[src/rtl/pfx_pkg.sv]
package pfx_pkg;

  typedef enum logic [1:0] {
    TK_OPND = 2'd0,
    TK_ADD  = 2'd1,
    TK_MUL  = 2'd2,
    TK_END  = 2'd3
  } tokKind_e;

  // strobes from the controller to the datapath, one cycle each
  typedef struct packed {
    logic pushTok;   // push incoming operand
    logic popRight;  // pop newest entry into right operand register
    logic popLeft;   // pop next entry into left operand register
    logic calc;      // compute into result register
    logic pushRes;   // push computed value
    logic useMul;    // operation select for calc
    logic emit;      // report result, clear stack and history
    logic markOv;    // refused push
    logic markUn;    // refused operator
  } ctrlStrobes_t;

endpackage

[src/rtl/pfx_stack.sv]
module pfx_stack #(
  parameter int W     = 16,
  parameter int DEPTH = 8
) (
  input  logic                         clk,
  input  logic                         rstN,
  input  logic                         clr,
  input  logic                         push,
  input  logic                         pop,
  input  logic [W-1:0]                 wData,
  output logic [W-1:0]                 topData,
  output logic [$clog2(DEPTH+1)-1:0]   depth
);

  localparam int CW = $clog2(DEPTH + 1);
  localparam int AW = $clog2(DEPTH);

  logic [W-1:0]  mem [DEPTH];
  logic [AW-1:0] wrIdx;
  logic [AW-1:0] topIdx;

  assign wrIdx  = AW'(depth);
  assign topIdx = AW'(depth - CW'(1));

  always_ff @(posedge clk) begin
    for (int i = 0; i < DEPTH; i++) begin
      if (push && !clr && wrIdx == AW'(i)) mem[i] <= wData;
    end
  end

  always_ff @(posedge clk or negedge rstN) begin
    if (!rstN)     depth <= '0;
    else if (clr)  depth <= '0;
    else if (push) depth <= depth + CW'(1);
    else if (pop)  depth <= depth - CW'(1);
  end

  assign topData = (depth == '0) ? '0 : mem[topIdx];

  p_push_not_full_r3: assert property (@(posedge clk) disable iff (!rstN)
    push |-> depth < CW'(DEPTH));

  p_pop_not_empty_r4: assert property (@(posedge clk) disable iff (!rstN)
    pop |-> depth != '0);

  p_push_grows_r1: assert property (@(posedge clk) disable iff (!rstN)
    (push && !clr) |=> depth == $past(depth) + CW'(1));

  p_depth_bound_r3: assert property (@(posedge clk) disable iff (!rstN)
    depth <= CW'(DEPTH));

endmodule

[src/rtl/pfx_datapath.sv]
module pfx_datapath
  import pfx_pkg::*;
#(
  parameter int W     = 16,
  parameter int DEPTH = 8
) (
  input  logic                        clk,
  input  logic                        rstN,
  input  ctrlStrobes_t                st,
  input  logic [W-1:0]                tokData,
  output logic [$clog2(DEPTH+1)-1:0]  depth,
  output logic                        resValid,
  output logic [W-1:0]                resData,
  output logic                        resMalformed,
  output logic                        resOverflow,
  output logic                        resUnderflow
);

  localparam int CW = $clog2(DEPTH + 1);

  logic [W-1:0] topData;
  logic [W-1:0] stackIn;
  logic [W-1:0] opRight;
  logic [W-1:0] opLeft;
  logic [W-1:0] calcOut;
  logic [W-1:0] aluOut;
  logic         ovSeen;
  logic         unSeen;

  assign stackIn = st.pushRes ? calcOut : tokData;

  pfx_stack #(.W(W), .DEPTH(DEPTH)) u_stack (
    .clk     (clk),
    .rstN    (rstN),
    .clr     (st.emit),
    .push    (st.pushTok | st.pushRes),
    .pop     (st.popRight | st.popLeft),
    .wData   (stackIn),
    .topData (topData),
    .depth   (depth)
  );

  // arithmetic unit, result truncated to W bits (modulo 2^W)
  always_comb begin
    if (st.useMul) aluOut = W'(opLeft * opRight);
    else           aluOut = W'(opLeft + opRight);
  end

  always_ff @(posedge clk or negedge rstN) begin
    if (!rstN) begin
      opRight <= '0;
      opLeft  <= '0;
      calcOut <= '0;
    end else begin
      if (st.popRight) opRight <= topData;
      if (st.popLeft)  opLeft  <= topData;
      if (st.calc)     calcOut <= aluOut;
    end
  end

  always_ff @(posedge clk or negedge rstN) begin
    if (!rstN) begin
      ovSeen <= 1'b0;
      unSeen <= 1'b0;
    end else if (st.emit) begin
      ovSeen <= 1'b0;
      unSeen <= 1'b0;
    end else begin
      if (st.markOv) ovSeen <= 1'b1;
      if (st.markUn) unSeen <= 1'b1;
    end
  end

  always_ff @(posedge clk or negedge rstN) begin
    if (!rstN) begin
      resValid     <= 1'b0;
      resData      <= '0;
      resMalformed <= 1'b0;
      resOverflow  <= 1'b0;
      resUnderflow <= 1'b0;
    end else begin
      resValid <= st.emit;
      if (st.emit) begin
        resData      <= topData;
        resMalformed <= (depth != CW'(1));
        resOverflow  <= ovSeen;
        resUnderflow <= unSeen;
      end
    end
  end

  p_result_after_end_r6: assert property (@(posedge clk) disable iff (!rstN)
    resValid |-> $past(st.emit));

  p_result_hold_r6: assert property (@(posedge clk) disable iff (!rstN)
    !st.emit |=> $stable(resData) && $stable(resMalformed));

  p_ov_sticky_r3: assert property (@(posedge clk) disable iff (!rstN)
    (ovSeen && !st.emit) |=> ovSeen);

  p_history_cleared_r8: assert property (@(posedge clk) disable iff (!rstN)
    st.emit |=> !ovSeen && !unSeen && depth == '0);

endmodule

[src/rtl/pfx_ctrl.sv]
module pfx_ctrl
  import pfx_pkg::*;
#(
  parameter int DEPTH = 8
) (
  input  logic                        clk,
  input  logic                        rstN,
  input  logic                        tokValid,
  input  logic [1:0]                  tokKind,
  output logic                        tokReady,
  input  logic [$clog2(DEPTH+1)-1:0]  depth,
  output ctrlStrobes_t                st
);

  localparam int CW = $clog2(DEPTH + 1);

  typedef enum logic [2:0] {
    S_IDLE, S_POP_R, S_POP_L, S_CALC, S_PUSH
  } state_e;

  state_e   state, stateNxt;
  tokKind_e kindE;
  logic     accept;
  logic     isOp;
  logic     stkFull;
  logic     fewOps;
  logic     mulSel;

  assign kindE    = tokKind_e'(tokKind);
  assign tokReady = (state == S_IDLE);
  assign accept   = tokValid && tokReady;
  assign isOp     = (kindE == TK_ADD) || (kindE == TK_MUL);
  assign stkFull  = (depth == CW'(DEPTH));
  assign fewOps   = (depth < CW'(2));

  always_comb begin
    stateNxt = state;
    st       = '0;
    st.useMul = mulSel;
    unique case (state)
      S_IDLE: begin
        if (accept) begin
          unique case (kindE)
            TK_OPND: begin
              if (stkFull) st.markOv  = 1'b1;
              else         st.pushTok = 1'b1;
            end
            TK_ADD, TK_MUL: begin
              if (fewOps) st.markUn = 1'b1;
              else        stateNxt  = S_POP_R;
            end
            TK_END: st.emit = 1'b1;
            default: ;
          endcase
        end
      end
      S_POP_R: begin st.popRight = 1'b1; stateNxt = S_POP_L; end
      S_POP_L: begin st.popLeft  = 1'b1; stateNxt = S_CALC;  end
      S_CALC:  begin st.calc     = 1'b1; stateNxt = S_PUSH;  end
      S_PUSH:  begin st.pushRes  = 1'b1; stateNxt = S_IDLE;  end
      default: stateNxt = S_IDLE;
    endcase
  end

  always_ff @(posedge clk or negedge rstN) begin
    if (!rstN) begin
      state  <= S_IDLE;
      mulSel <= 1'b0;
    end else begin
      state <= stateNxt;
      if (accept && isOp) mulSel <= (kindE == TK_MUL);
    end
  end

  p_op_blocks_r5: assert property (@(posedge clk) disable iff (!rstN)
    (accept && isOp && !fewOps) |=> !tokReady);

  p_op_ends_r5: assert property (@(posedge clk) disable iff (!rstN)
    st.pushRes |=> tokReady);

  p_no_underflow_pop_r4: assert property (@(posedge clk) disable iff (!rstN)
    (accept && isOp && fewOps) |=> tokReady);

  p_one_strobe_r2: assert property (@(posedge clk) disable iff (!rstN)
    $onehot0({st.pushTok, st.popRight, st.popLeft, st.calc, st.pushRes, st.emit}));

endmodule

[src/rtl/pfx_eval.sv]
module pfx_eval
  import pfx_pkg::*;
#(
  parameter int DATA_W      = 16,
  parameter int STACK_DEPTH = 8
) (
  input  logic              clk,
  input  logic              rstN,
  input  logic              tokValid,
  output logic              tokReady,
  input  logic [1:0]        tokKind,
  input  logic [DATA_W-1:0] tokData,
  output logic              resValid,
  output logic [DATA_W-1:0] resData,
  output logic              resMalformed,
  output logic              resOverflow,
  output logic              resUnderflow
);

  localparam int CW = $clog2(STACK_DEPTH + 1);

  ctrlStrobes_t  strobes;
  logic [CW-1:0] depth;

  pfx_ctrl #(.DEPTH(STACK_DEPTH)) u_ctrl (
    .clk      (clk),
    .rstN     (rstN),
    .tokValid (tokValid),
    .tokKind  (tokKind),
    .tokReady (tokReady),
    .depth    (depth),
    .st       (strobes)
  );

  pfx_datapath #(.W(DATA_W), .DEPTH(STACK_DEPTH)) u_dp (
    .clk          (clk),
    .rstN         (rstN),
    .st           (strobes),
    .tokData      (tokData),
    .depth        (depth),
    .resValid     (resValid),
    .resData      (resData),
    .resMalformed (resMalformed),
    .resOverflow  (resOverflow),
    .resUnderflow (resUnderflow)
  );

endmodule

[config.mk]
export PLATFORM = sky130hd
export DESIGN_NAME = pfx_eval
export DESIGN_NICKNAME = d
export VERILOG_FILES = /design/src/rtl/pfx_pkg.sv /design/src/rtl/pfx_stack.sv /design/src/rtl/pfx_datapath.sv /design/src/rtl/pfx_ctrl.sv /design/src/rtl/pfx_eval.sv
export SDC_FILE = /design/constraint.sdc
export NUM_CORES = 1
export LEC_CHECK = 0
export CORE_AREA = 5 5 167 169
export CTS_CLUSTER_SIZE = 28
export DETAILED_ROUTE_END_ITERATION = 8
export DIE_AREA = 0 0 172 174
export GPL_TIMING_DRIVEN = 0
export PLACE_DENSITY = 0.67
export SLEW_MARGIN = 25
export SYNTH_ARGS = -nofsm -noshare
export SYNTH_HDL_FRONTEND = slang
export SYNTH_SLANG_ARGS = --single-unit
[constraint.sdc]
create_clock -name clk -period 6.7 [get_ports clk]
set_input_delay 1.34 -clock clk [delete_from_list [all_inputs] [get_ports clk]]
set_output_delay 1.34 -clock clk [all_outputs]
set_load 0.05 [all_outputs]
* Word-level counts from Yosys, hierarchy flattened
Memory sizes are Yosys's and may differ from the RTL's.
Cells that the tools add are included.
** Operators by class
- Bitwise logic cells :: 2
- Equal/unequal tests :: 19
- $mul :: 1
- Muxes and demuxes :: 66
- Reduce and logical (&&, ||, !) cells :: 29
- Add/sub/neg operators :: 3
- $lt $le $gt $ge :: 1
** Operator list (number)
- 2-to-1 mux 16 bit :: 10
- OR reduction 16 bit :: 7
- 2-to-1 mux 1 bit :: 40
- 2-to-1 mux 3 bit :: 12
- adder 16 bit :: 1
- multiplier 16 x 16 -> 16 bit :: 1
- == test 3 bit (second input constant) :: 5
- == test 3 x 2 -> 1 bit (second input constant) :: 4
- 2-to-1 mux 4 bit :: 3
- one-hot mux 3 bit (4 select lines) :: 1
- logical AND 1 bit :: 11
- == test 3 x 1 -> 1 bit (second input constant) :: 2
- zero test 3 bit :: 2
- inequality test 2 bit (second input constant) :: 3
- adder 4 x 1 -> 4 bit (second input constant) :: 1
- == test 2 bit (second input constant) :: 2
- == test 4 bit (second input constant) :: 1
- zero test 4 bit :: 1
- less-than comparator 4 x 2 -> 1 bit (second input constant) :: 1
- inequality test 4 x 1 -> 1 bit (second input constant) :: 1
- nonzero test 2 bit :: 2
- subtractor 4 x 1 -> 4 bit (second input constant) :: 1
- AND reduction 3 bit :: 1
- nonzero test 3 bit :: 1
- 6 further kinds :: 7
** Word-level totals
- Register bits :: 78
- Word-level logic and storage cells :: 135
- Input port bits :: 21
- Memories :: 1
- RAM bits :: 128
** Memory list
- u_dp.u_stack.mem :: words 8, bits a word 16, rd ports 1, clocked after Yosys merged registers in 0, wr ports 1, RTL line pfx_stack.sv:18 : logic [W-1:0] mem [DEPTH];

* Depth between registers and ports, before layout
Gate-level depths: netlist of run 1.
- Word-level depth :: 18
- Mapped depth :: 22
- Depth with buffers taken out :: 21

* By module
From an unflattened synthesis of run 1, not the netlist that was laid out.
** Second synthesis, totals
- Cells, all modules :: 1013
- Area total of the unflattened synthesis :: 12923.6 um2
** By module, submodules not included
- pfx_datapath :: cells each 755, times used 1, area each 7422.1 um2
- pfx_stack :: cells each 230, times used 1, area each 5197.5 um2
- pfx_ctrl :: cells each 28, times used 1, area each 304.0 um2

* Worst setup path before layout of run 1
No wires, ideal clock.
- Path kind :: reg-to-reg
- From :: register u_dp.opRight[1]
- To :: register u_dp.calcOut[15]
- Stages on the path, launching flop included :: 20
- Arrival :: 5169 ps
- Required time :: 6579 ps
- Period minus slack after synthesis :: 5290 ps
- Setup time :: 121 ps
- Slack :: 1410 ps
- Cells stage by stage :: dfrtp_1 clkbuf_1 and2_1 fa_1 inv_1 fa_1 inv_1 fa_1 fa_1 inv_1 fa_1 fa_1 xor2_1 xnor2_1 xnor2_1 xnor2_1 xnor3_1 xor2_1 a21oi_1 a22o_1
** Between the ends
- Word-level cells in the longest chain between the ends :: 2
** Ends and longest elaborated chain
- start: declaration :: RTL line pfx_datapath.sv:23 : logic [W-1:0] opRight;
- start signal: assignment :: RTL line pfx_datapath.sv:55 : if (st.popRight) opRight <= topData;
- multiplier 16 x 16 -> 16 bit / adder 16 bit (equally long branches) :: RTL line pfx_datapath.sv:45, pfx_datapath.sv:46
- 2-to-1 mux 16 bit (*) :: RTL line pfx_datapath.sv:45 : if (st.useMul) aluOut = W'(opLeft * opRight);
- end signal: assignment :: RTL line pfx_datapath.sv:57 : if (st.calc) calcOut <= aluOut;
- end: declaration :: RTL line pfx_datapath.sv:25 : logic [W-1:0] calcOut;
Every way passes the cells marked *; elsewhere a longest branch is shown, timed or not.
A chain may end at the register's enable or synchronous reset.

* Worst setup path after layout of run 1
- From :: register u_dp.opLeft[1]
- To :: register u_dp.calcOut[15]
** Between the ends
- Word-level cells in the longest chain between the ends :: 2
** Ends and longest elaborated chain
- start: declaration :: RTL line pfx_datapath.sv:24 : logic [W-1:0] opLeft;
- start signal: assignment :: RTL line pfx_datapath.sv:56 : if (st.popLeft) opLeft <= topData;
- multiplier 16 x 16 -> 16 bit / adder 16 bit (equally long branches) :: RTL line pfx_datapath.sv:45, pfx_datapath.sv:46
- 2-to-1 mux 16 bit (*) :: RTL line pfx_datapath.sv:45
Marked as above.

==> impl_metrics.yaml, run 1 <==
outcome:
  status: "finished, final reports clean"
synthesis:
  synth_edf_count: 128
  synth.area.top_cells: "edfxtp_1, dfrtp_1, fa_1"
  netlist.area_leader.share_pct: 29.7
  async_flop_share_pct: 37.9
  seq_area_frac_synth_pct: 44.7
  syn-num-nets: 1283
  netlist_area_sq_mm: 0.0130
  ys_warn_count: 0
  avgSynthCellArea_sq_um: 11.7
  ys_ff_latch: 206
  ys_types: 59
  yosys.area.top_type: "edfxtp_1"
  ys.flop_type: "edfxtp_1"
  syn_inst: 1106
timing:
  setup_viol: 0
  tightest_slew_ns: 1.07
  fin_crit_sh_pct: 93.4
  rsz0062_at_grt: "no"
  fin_crit_ns: 6.26
  relSlewSlack_pct: 28.5
  tns_ns: 0
  maxSlewViolCount: 0
  fin_worst_skew_ns: 0.0103
  clock.fmax_ghz: 0.160
  hold_violations: 0
setup_path:
  crit_top_cell: "fa_1"
  crit_arrival_ns: 6.65
  r2r_cells: 18
  required_ns: 7.09
  critPathTopFamily: "adder cells"
  worstPathCellList: "clkbuf_1, and2_1, fa_1, fa_1, ha_1, fa_1, inv_1, fa_1, fa_1, inv_1, ha_1, o21a_1, a211oi_2, nor2_1, o41ai_1, xor2_1, a21oi_1, a22o_1"
  cp_max_fo: 10
  worst_setup_path_start_kind: "register"
  slowest_delay_ns: 0.64
  critical_path_depth: 18
  critPathCaptureType: "register"
  cp.buffers_inverters: 3
  slowest_stage: "clkbuf_1"
  crit_type: "reg2reg"
global_routing:
  grt_pass1_wl_um: 50200
  grt_antenna_before_repair: 0
  track_usage_pct: 22.0
  grt_pass1_vias: 8791
  grt_max_degree: 45
  overflow: 0
layout:
  ff_latch_area_sq_mm: 0.00580
  mostFrequentLayoutCells: "nand2_1, edfxtp_1, inv_1"
  utilization_pct: 55.0
  fill_cells: 2299
  post_route_cells_drive_above_1_share_pct: 7.91
  diodes: 0
  nets: 1349
  syn_to_final_growth_pct: 12.2
  multi_input_comb_area_sq_mm: 0.00650
  layout_commonest_cell: "nand2_1"
detailed_routing:
  num_vias: 8430
  wl_met1_um: 13700
  ant_nets: 0
  drtPass1Iterations: 8
  wl_met3_um: 1370
  top_layer: "met4"
  wl_met2_um: 16200
  drtIter0Drc: 647
  avgRoutedWirePerCell_um: 21.2
  drcViolationCount: 0
  postRouteWirelength_um: 32400
  avgViaCountPerCell: 5.51
clock_network:
  cts_hold_buf: 0
  cts_tree: "built"
  cts_resized: 0
  cts_setup_buffers: 0
  clk_latency_ns: 0.50
  clk_path_buf_depth: 3
  clk_pin_slew_ns: 0.06
  htree_num_levels: 1
  cts_sinks: 206
  root_buffer: "clkbuf_16"
  numCtsBuffers: 22
floorplanning:
  io_pins: 42
  initial_utilization_pct: 49.0
  coreArea_sq_mm: 0.0264
  die_h_um: 174
  row_count: 60
  die_w_um: 172
  dieArea_sq_mm: 0.0299
place:
  dp_hpwl_um: 23600
  io_buffers: 41
  place.gp.congestion: 0.894
worst_hold_path:
  min_path_type: "reg2reg"
  min_delay_path_depth: 2
run:
  maxCapViolCount: 0
==> cell type report <==
type / count / area share (%)
Buffer: 47 / 1.32
Clock buffer: 26 / 4.10
Clock inverter: 14 / 0.912
Inverter: 126 / 3.25
Multi-Input combinational cell: 727 / 44.7
Sequential cell: 206 / 39.8
Tap cell: 341 / 2.93
Timing Repair Buffer: 42 / 2.94
==> tightest hold or removal path: stages, from the launching register on <==
cell	delay [ns]
dfrtp_1	0.35
nand2_1	0.05
nand2_1	0.05
==> final timing paths <==
| path | startpoint | to | slack (ns) |
|---|---|---|---|
| worst max-delay path | u_dp.opLeft[1]$_DFFE_PN0P_ | u_dp.calcOut[15]$_DFFE_PN0P_ | 0.44 |
| worst min-delay path | u_dp.ovSeen$_DFFE_PN0P_ | u_dp.resOverflow$_DFFE_PN0P_ | 0.48 |
| worst max register to register | u_dp.opLeft[1]$_DFFE_PN0P_ | u_dp.calcOut[15]$_DFFE_PN0P_ | 0.44 |
| worst min register to register | u_dp.ovSeen$_DFFE_PN0P_ | u_dp.resOverflow$_DFFE_PN0P_ | 0.48 |
| max in group asynchronous | rstN | u_dp.calcOut[6]$_DFFE_PN0P_ | 5.26 |
| min in group asynchronous | rstN | u_dp.resData[15]$_DFFE_PN0P_ | 0.84 |
==> sequential cells by signal, summed over array words and instances (netlist names) <==
signal	cells
u_ctrl.mulSel	1
u_ctrl.state	3
u_dp.calcOut	16
u_dp.opLeft	16
u_dp.opRight	16
u_dp.ovSeen	1
u_dp.resData	16
u_dp.resMalformed	1
u_dp.resOverflow	1
u_dp.resUnderflow	1
u_dp.resValid	1
u_dp.u_stack.depth	4
u_dp.u_stack.mem	128
u_dp.unSeen	1
==> cells by family (layout without fill, tap and decap cells) <==
kind of cell    Yosys count  after routing  synth area share [%]
simple gates            314            314                  11.8
flops                   206            206                  44.7
buf+inv                 173            255                  5.13
fa+ha+maj               156            156                  19.8
compound gates          142            142                  6.70
mux                      70             70                  8.66
xor+xnor                 45             45                  3.26
==> per-layer routing <==
metal  GRT usage (%)  vias up
met1            29.4     4268
met3            2.62       61
met5               0        -
met2            37.2      222
li1                -     3879
met4            7.40        0
==> synthesized netlist by cell type, types with 18 or more instances <==
master and instances:
nor2_1 36, dfrtp_1 78, edfxtp_1 128, or2_1 18, xnor2_1 33, and2_1 73
o21ai_1 64, clkbuf_1 39, ha_1 75, nand2_1 142, fa_1 81, inv_1 122
mux4_2 32, mux2i_1 21
==> metrics by stage <==
stage          instances  worst slack (ns)  hold WS (ns)  cell area (sq um)
6_report            1529             0.442         0.483              14500
5_1_grt             1529             0.263         0.517              14500
3_5_place_dp        1489             0.545         0.471              13800
2_1_floorplan       1106              1.41         0.439              13000
4_1_cts             1529             0.492         0.484              14500
3_3_place_gp        1488             0.492         0.464              13800
Power of run 1 is not shown: default switching activity piles up to over one toggle a cycle in this logic, so the estimate is an artifact.
==> run 2, diff against run 1 <==
Settings changed: SLEW_MARGIN 25 to unset.
==> run 2 against run 1 <==
Against the previous run:
- sequential share of layout area barely moved
- flip-flop and latch count did not move
- fmax barely moved
- utilization barely moved
- register-to-register slack barely moved
- critical path depth fell by 1
- first-iteration DRC count rose by 4.9%
- die area did not move
- hold slack improved by 0.0017 ns
- design area barely moved
- cell count fell by 0.20%
- via count fell by 0.23%
==> impl_metrics.yaml, run 2 (synthesis results as in run 1) <==
global_routing:
  grt_pass1_wl_um: 50500
  overflow: 0
  grt_util_met3_pct: 2.84
  met1_usage_pct: 29.9
  grt-busiest-layer: "met2"
  track_usage_pct: 22.1
  grt_antenna_before_repair: 0
  grt_pass1_vias: 8820
  grt_max_degree: 64
  met2_usage_pct: 36.8
timing:
  rsz0062_at_grt: "no"
  tightest_slew_ns: 1.02
  fin_crit_ns: 6.26
  fin_worst_skew_ns: 0.0130
  setup_viol: 0
  relSlewSlack_pct: 31.9
  whs_ns: 0.485
  maxSlewViolCount: 0
  hold_violations: 0
  clock.fmax_ghz: 0.160
  tns_ns: 0
  fin_crit_sh_pct: 93.4
layout:
  post_route_cells_drive_above_1_share_pct: 7.59
  top_register: "u_dp.u_stack.mem"
  ff_latch_area_sq_mm: 0.00580
  nets: 1348
  utilization_pct: 55.0
  layout_commonest_cell: "nand2_1"
  mostFrequentLayoutCells: "nand2_1, edfxtp_1, inv_1"
  diodes: 0
  largest_register_ffs: 128
  fill_cells: 2286
  syn_to_final_growth_pct: 12.1
  multi_input_comb_area_sq_mm: 0.00650
detailed_routing:
  postRouteWirelength_um: 32400
  drtIter0Drc: 679
  num_vias: 8411
  avgViaCountPerCell: 5.51
  avgRoutedWirePerCell_um: 21.2
  drtPass1Iterations: 5
  ant_nets: 0
  drcViolationCount: 0
place:
  place.gp.congestion: 0.894
  dp_hpwl_um: 23500
  io_buffers: 41
clock_network:
  cts_tree: "built"
  cts_hold_buf: 0
  cts_sinks: 206
  cts_setup_buffers: 0
  root_buffer: "clkbuf_16"
  cts_resized: 0
  clk_latency_ns: 0.49
  htree_num_levels: 1
  clk_pin_slew_ns: 0.07
  numCtsBuffers: 21
  clk_path_buf_depth: 3
setup_path:
  cp-startpoint: "u_dp.opRight[1]$_DFFE_PN0P_"
  crit_arrival_ns: 6.64
  critPathTopFamily: "adder cells"
  critPathCaptureType: "register"
  worst_setup_path_start_kind: "register"
  slowest_stage: "dfrtp_1"
  worstPathCellList: "clkbuf_1, nand2_1, fa_1, fa_1, inv_1, fa_1, fa_1, fa_1, inv_1, fa_1, inv_1, ha_1, or2_2, o41ai_1, xor2_1, a21oi_1, a22o_1"
  slowest_delay_ns: 0.59
  crit_type: "reg2reg"
  required_ns: 7.08
  crit_top_cell: "fa_1"
  cp.buffers_inverters: 4
  cp_max_fo: 10
  regToRegStartpoint: "u_dp.opRight[1]$_DFFE_PN0P_"
worst_hold_path:
  min_path_type: "reg2reg"
  min_from: "u_dp.ovSeen$_DFFE_PN0P_"
floorplanning:
  die_w_um: 172
  coreArea_sq_mm: 0.0264
  initial_utilization_pct: 49.0
  io_pins: 42
  dieArea_sq_mm: 0.0299
  die_h_um: 174
  row_count: 60
run:
  maxCapViolCount: 0
outcome:
  status: "finished, final reports clean"
[run 2: cell count changes in the layout (fill, tap and decap cells not counted), sizes merged]
cell and delta:
inv -2, clkinv +1, bufinv +2, clkbuf -2
clkinvlp -2
[run 2: worst register-to-register path, stage by stage (launching register included)]
cell	delay, ns
dfrtp_1	0.59
clkbuf_1	0.58
nand2_1	0.20
fa_1	0.55
fa_1	0.55
inv_1	0.06
fa_1	0.48
fa_1	0.50
fa_1	0.50
inv_1	0.06
fa_1	0.48
inv_1	0.04
ha_1	0.18
or2_2	0.32
o41ai_1	0.43
xor2_1	0.28
a21oi_1	0.11
a22o_1	0.22
[run 2: area by class of cell]
cell class / count / area share, %
Buffer: 47 / 1.32
Timing Repair Buffer: 42 / 3.00
Sequential cell: 206 / 39.9
Multi-Input combinational cell: 727 / 44.7
Clock buffer: 24 / 3.76
Clock inverter: 13 / 1.14
Tap cell: 341 / 2.94
Inverter: 126 / 3.25
[run 2: path summary, 6_finish.rpt]
| kind | endpoint | slack [ns] | cells past startpoint |
|---|---|---|---|
| max | u_dp.calcOut[15]$_DFFE_PN0P_ | 0.44 | 17 |
| min | u_dp.resOverflow$_DFFE_PN0P_ | 0.49 | 2 |
| max reg2reg | u_dp.calcOut[15]$_DFFE_PN0P_ | 0.44 | 17 |
| min reg2reg | u_dp.resOverflow$_DFFE_PN0P_ | 0.49 | 2 |
| max in group asynchronous | u_dp.resData[6]$_DFFE_PN0P_ | 5.41 | 2 |
| min in group asynchronous | u_dp.resData[15]$_DFFE_PN0P_ | 0.71 | 1 |
[run 2: routing by layer]
| layer | wire length [um] | part of all wire, % | up-vias |
|---|---|---|---|
| met3 | 1760 | 5.4 | 72 |
| met5 | 0 | 0 | - |
| met1 | 13400 | 41 | 4198 |
| li1 | - | - | 3880 |
| met4 | 1200 | 3.7 | 0 |
| met2 | 16000 | 49 | 261 |
[run 2: metrics by stage]
stage | setup WS [ns] | instances | cell area, sq um
after floorplan | 1.41 | 1106 | 13000
after global placement | 0.492 | 1488 | 13800
after detailed placement | 0.535 | 1489 | 13800
after CTS | 0.466 | 1526 | 14500
after global routing | 0.211 | 1526 | 14500
final | 0.441 | 1526 | 14500
Power of run 2 is left out for the same reason.
==> run 3, diff against run 2 <==
Settings changed: CORE_AREA 5 5 167 169 to 2 2 164 166, DIE_AREA 0 0 172 174 to 0 0 166 168, REMOVE_ABC_BUFFERS set to 1.
==> run 3 against run 2 <==
Against the previous run:
- cell count is 3.2% lower
- non-clock buffer count is 45 lower
- register-to-register slack better by 0.22 ns
- largest cell class unchanged
- fmax is 3.7% higher
- critical path type unchanged
- clock-buffer cell count is 2 higher
- sequential share of layout area is 0.68 points higher
- via count is 4.2% lower
==> impl_metrics.yaml, run 3 (synthesis results as in run 1) <==
outcome:
  status: "finished, final reports clean"
timing:
  clock.fmax_ghz: 0.166
  maxSlewViolCount: 0
  fin_worst_skew_ns: 0.00933
  setup_viol: 0
  tightest_slew_ns: 1.28
  fin_crit_ns: 6.03
  hold_violations: 0
  relSlewSlack_pct: 14.2
  fin_crit_sh_pct: 90.1
  tns_ns: 0
  rsz0062_at_grt: "no"
layout:
  syn_to_final_growth_pct: 10.3
  fill_cells: 2242
  top_register: "u_dp.u_stack.mem"
  diodes: 0
  largest_register_ffs: 128
  ff_latch_area_sq_mm: 0.00580
  nets: 1301
  post_route_cells_drive_above_1_share_pct: 7.48
  multi_input_comb_area_sq_mm: 0.00651
  layout_commonest_cell: "nand2_1"
  mostFrequentLayoutCells: "nand2_1, edfxtp_1, inv_1"
setup_path:
  crit_arrival_ns: 6.41
  cp.buffers_inverters: 4
  critPathTopFamily: "adder cells"
  required_ns: 7.07
  r2r_cells: 18
  r2r_end: "u_dp.calcOut[15]$_DFFE_PN0P_"
  crit_type: "reg2reg"
  cp_max_fo: 12
  crit_top_cell: "fa_1"
  slowest_delay_ns: 0.74
  worst_setup_path_start_kind: "register"
  reg2reg_slack_ns: 0.67
  slowest_stage: "dfrtp_1"
  critPathCaptureType: "register"
  regToRegStartpoint: "u_dp.opLeft[5]$_DFFE_PN0P_"
  critical_path_depth: 18
  worstPathCellList: "ha_1, fa_1, inv_1, fa_1, fa_1, fa_1, inv_1, fa_1, inv_1, fa_1, inv_1, ha_1, o21ai_0, nor2_1, o41ai_1, xor2_1, a21oi_1, a22o_1"
detailed_routing:
  avgRoutedWirePerCell_um: 19.3
  ant_nets: 0
  avgViaCountPerCell: 5.46
  wl_met3_um: 891
  drtIter0Drc: 464
  top_layer: "met5"
  wl_met1_um: 12500
  num_vias: 8060
  wl_met2_um: 14200
  postRouteWirelength_um: 28500
  drtPass1Iterations: 5
  drcViolationCount: 0
global_routing:
  grt_pass1_vias: 8654
  grt_pass1_wl_um: 46600
  track_usage_pct: 21.2
  grt_max_degree: 63
  overflow: 0
  grt_antenna_before_repair: 1
floorplanning:
  io_pins: 42
  die_h_um: 168
  dieArea_sq_mm: 0.0279
  die_w_um: 166
  row_count: 60
  initial_utilization_pct: 49.2
  coreArea_sq_mm: 0.0264
place:
  io_buffers: 41
  place.gp.congestion: 0.834
  dp_hpwl_um: 19900
worst_hold_path:
  hold-path-endpoint: "u_dp.resOverflow$_DFFE_PN0P_"
  min_delay_path_depth: 2
  min_from: "u_dp.resOverflow$_DFFE_PN0P_"
  min_path_type: "reg2reg"
clock_network:
  cts_resized: 0
  htree_num_levels: 1
  clk_pin_slew_ns: 0.07
  root_buffer: "clkbuf_16"
  clk_latency_ns: 0.49
  clk_path_buf_depth: 3
  cts_hold_buf: 0
  cts_setup_buffers: 0
  cts_tree: "built"
  cts_sinks: 206
  numCtsBuffers: 19
run:
  maxCapViolCount: 0
==> run 3: cell types whose count changed in the layout (fill, tap and decap cells not counted), sizes merged <==
cell    before  now
buf         10    4
bufinv       4    2
clkbuf      63   26
clkinv       8    4
==> run 3: how the worst max path moves through the flow <==
stage	startpoint	to	slack, ns
3_5_place_dp	u_dp.opLeft[5]$_DFFE_PN0P_	u_dp.calcOut[15]$_DFFE_PN0P_	0.74
5_1_grt	u_dp.opLeft[5]$_DFFE_PN0P_	u_dp.calcOut[15]$_DFFE_PN0P_	0.35
2_1_floorplan	u_dp.opRight[1]$_DFFE_PN0P_	u_dp.calcOut[15]$_DFFE_PN0P_	1.49
6_report	u_dp.opLeft[5]$_DFFE_PN0P_	u_dp.calcOut[15]$_DFFE_PN0P_	0.67
4_1_cts	u_dp.opLeft[5]$_DFFE_PN0P_	u_dp.calcOut[15]$_DFFE_PN0P_	0.67
3_3_place_gp	u_dp.opLeft[5]$_DFFE_PN0P_	u_dp.calcOut[15]$_DFFE_PN0P_	0.73
==> run 3: area by class of cell <==
| class | count | share of cell area [%] |
|---|---|---|
| Clock buffer | 26 | 3.72 |
| Clock inverter | 7 | 0.613 |
| Inverter | 126 | 3.31 |
| Multi-Input combinational cell | 727 | 45.5 |
| Sequential cell | 206 | 40.6 |
| Tap cell | 341 | 2.98 |
| Timing Repair Buffer | 44 | 3.29 |
==> run 3: worst reg2reg max path, delay by kind of cell, from the launching register on <==
| kind | cells | cell delay (ns) |
|---|---|---|
| adders and majority gates | 8 | 3.71 |
| AOI/OAI and AO/OA | 4 | 0.94 |
| DFF | 1 | 0.74 |
| buffers and inverters | 4 | 0.23 |
| xor gates and xnor gates | 1 | 0.21 |
| and+or+nand+nor | 1 | 0.09 |
==> run 3: layer usage <==
layer	up-vias	GRT usage [%]
li1	3783	-
met1	4085	28.0
met2	133	37.1
met3	57	2.00
met4	2	7.41
met5	-	0
==> run 3: metrics by stage <==
step                cell area, sq um  std cells  utilization [%]  hold WS, ns  setup WS (ns)
floorplan                      12800       1059                -        0.439           1.49
global placement               13600       1441             51.6        0.462          0.732
detailed placement             13700       1444             51.9        0.462          0.735
CTS                            14300       1477             54.2        0.478          0.671
global route                   14300       1477             54.2        0.520          0.355
finish                         14300       1477             54.2        0.475          0.665
Power of run 3 is left out for the same reason.
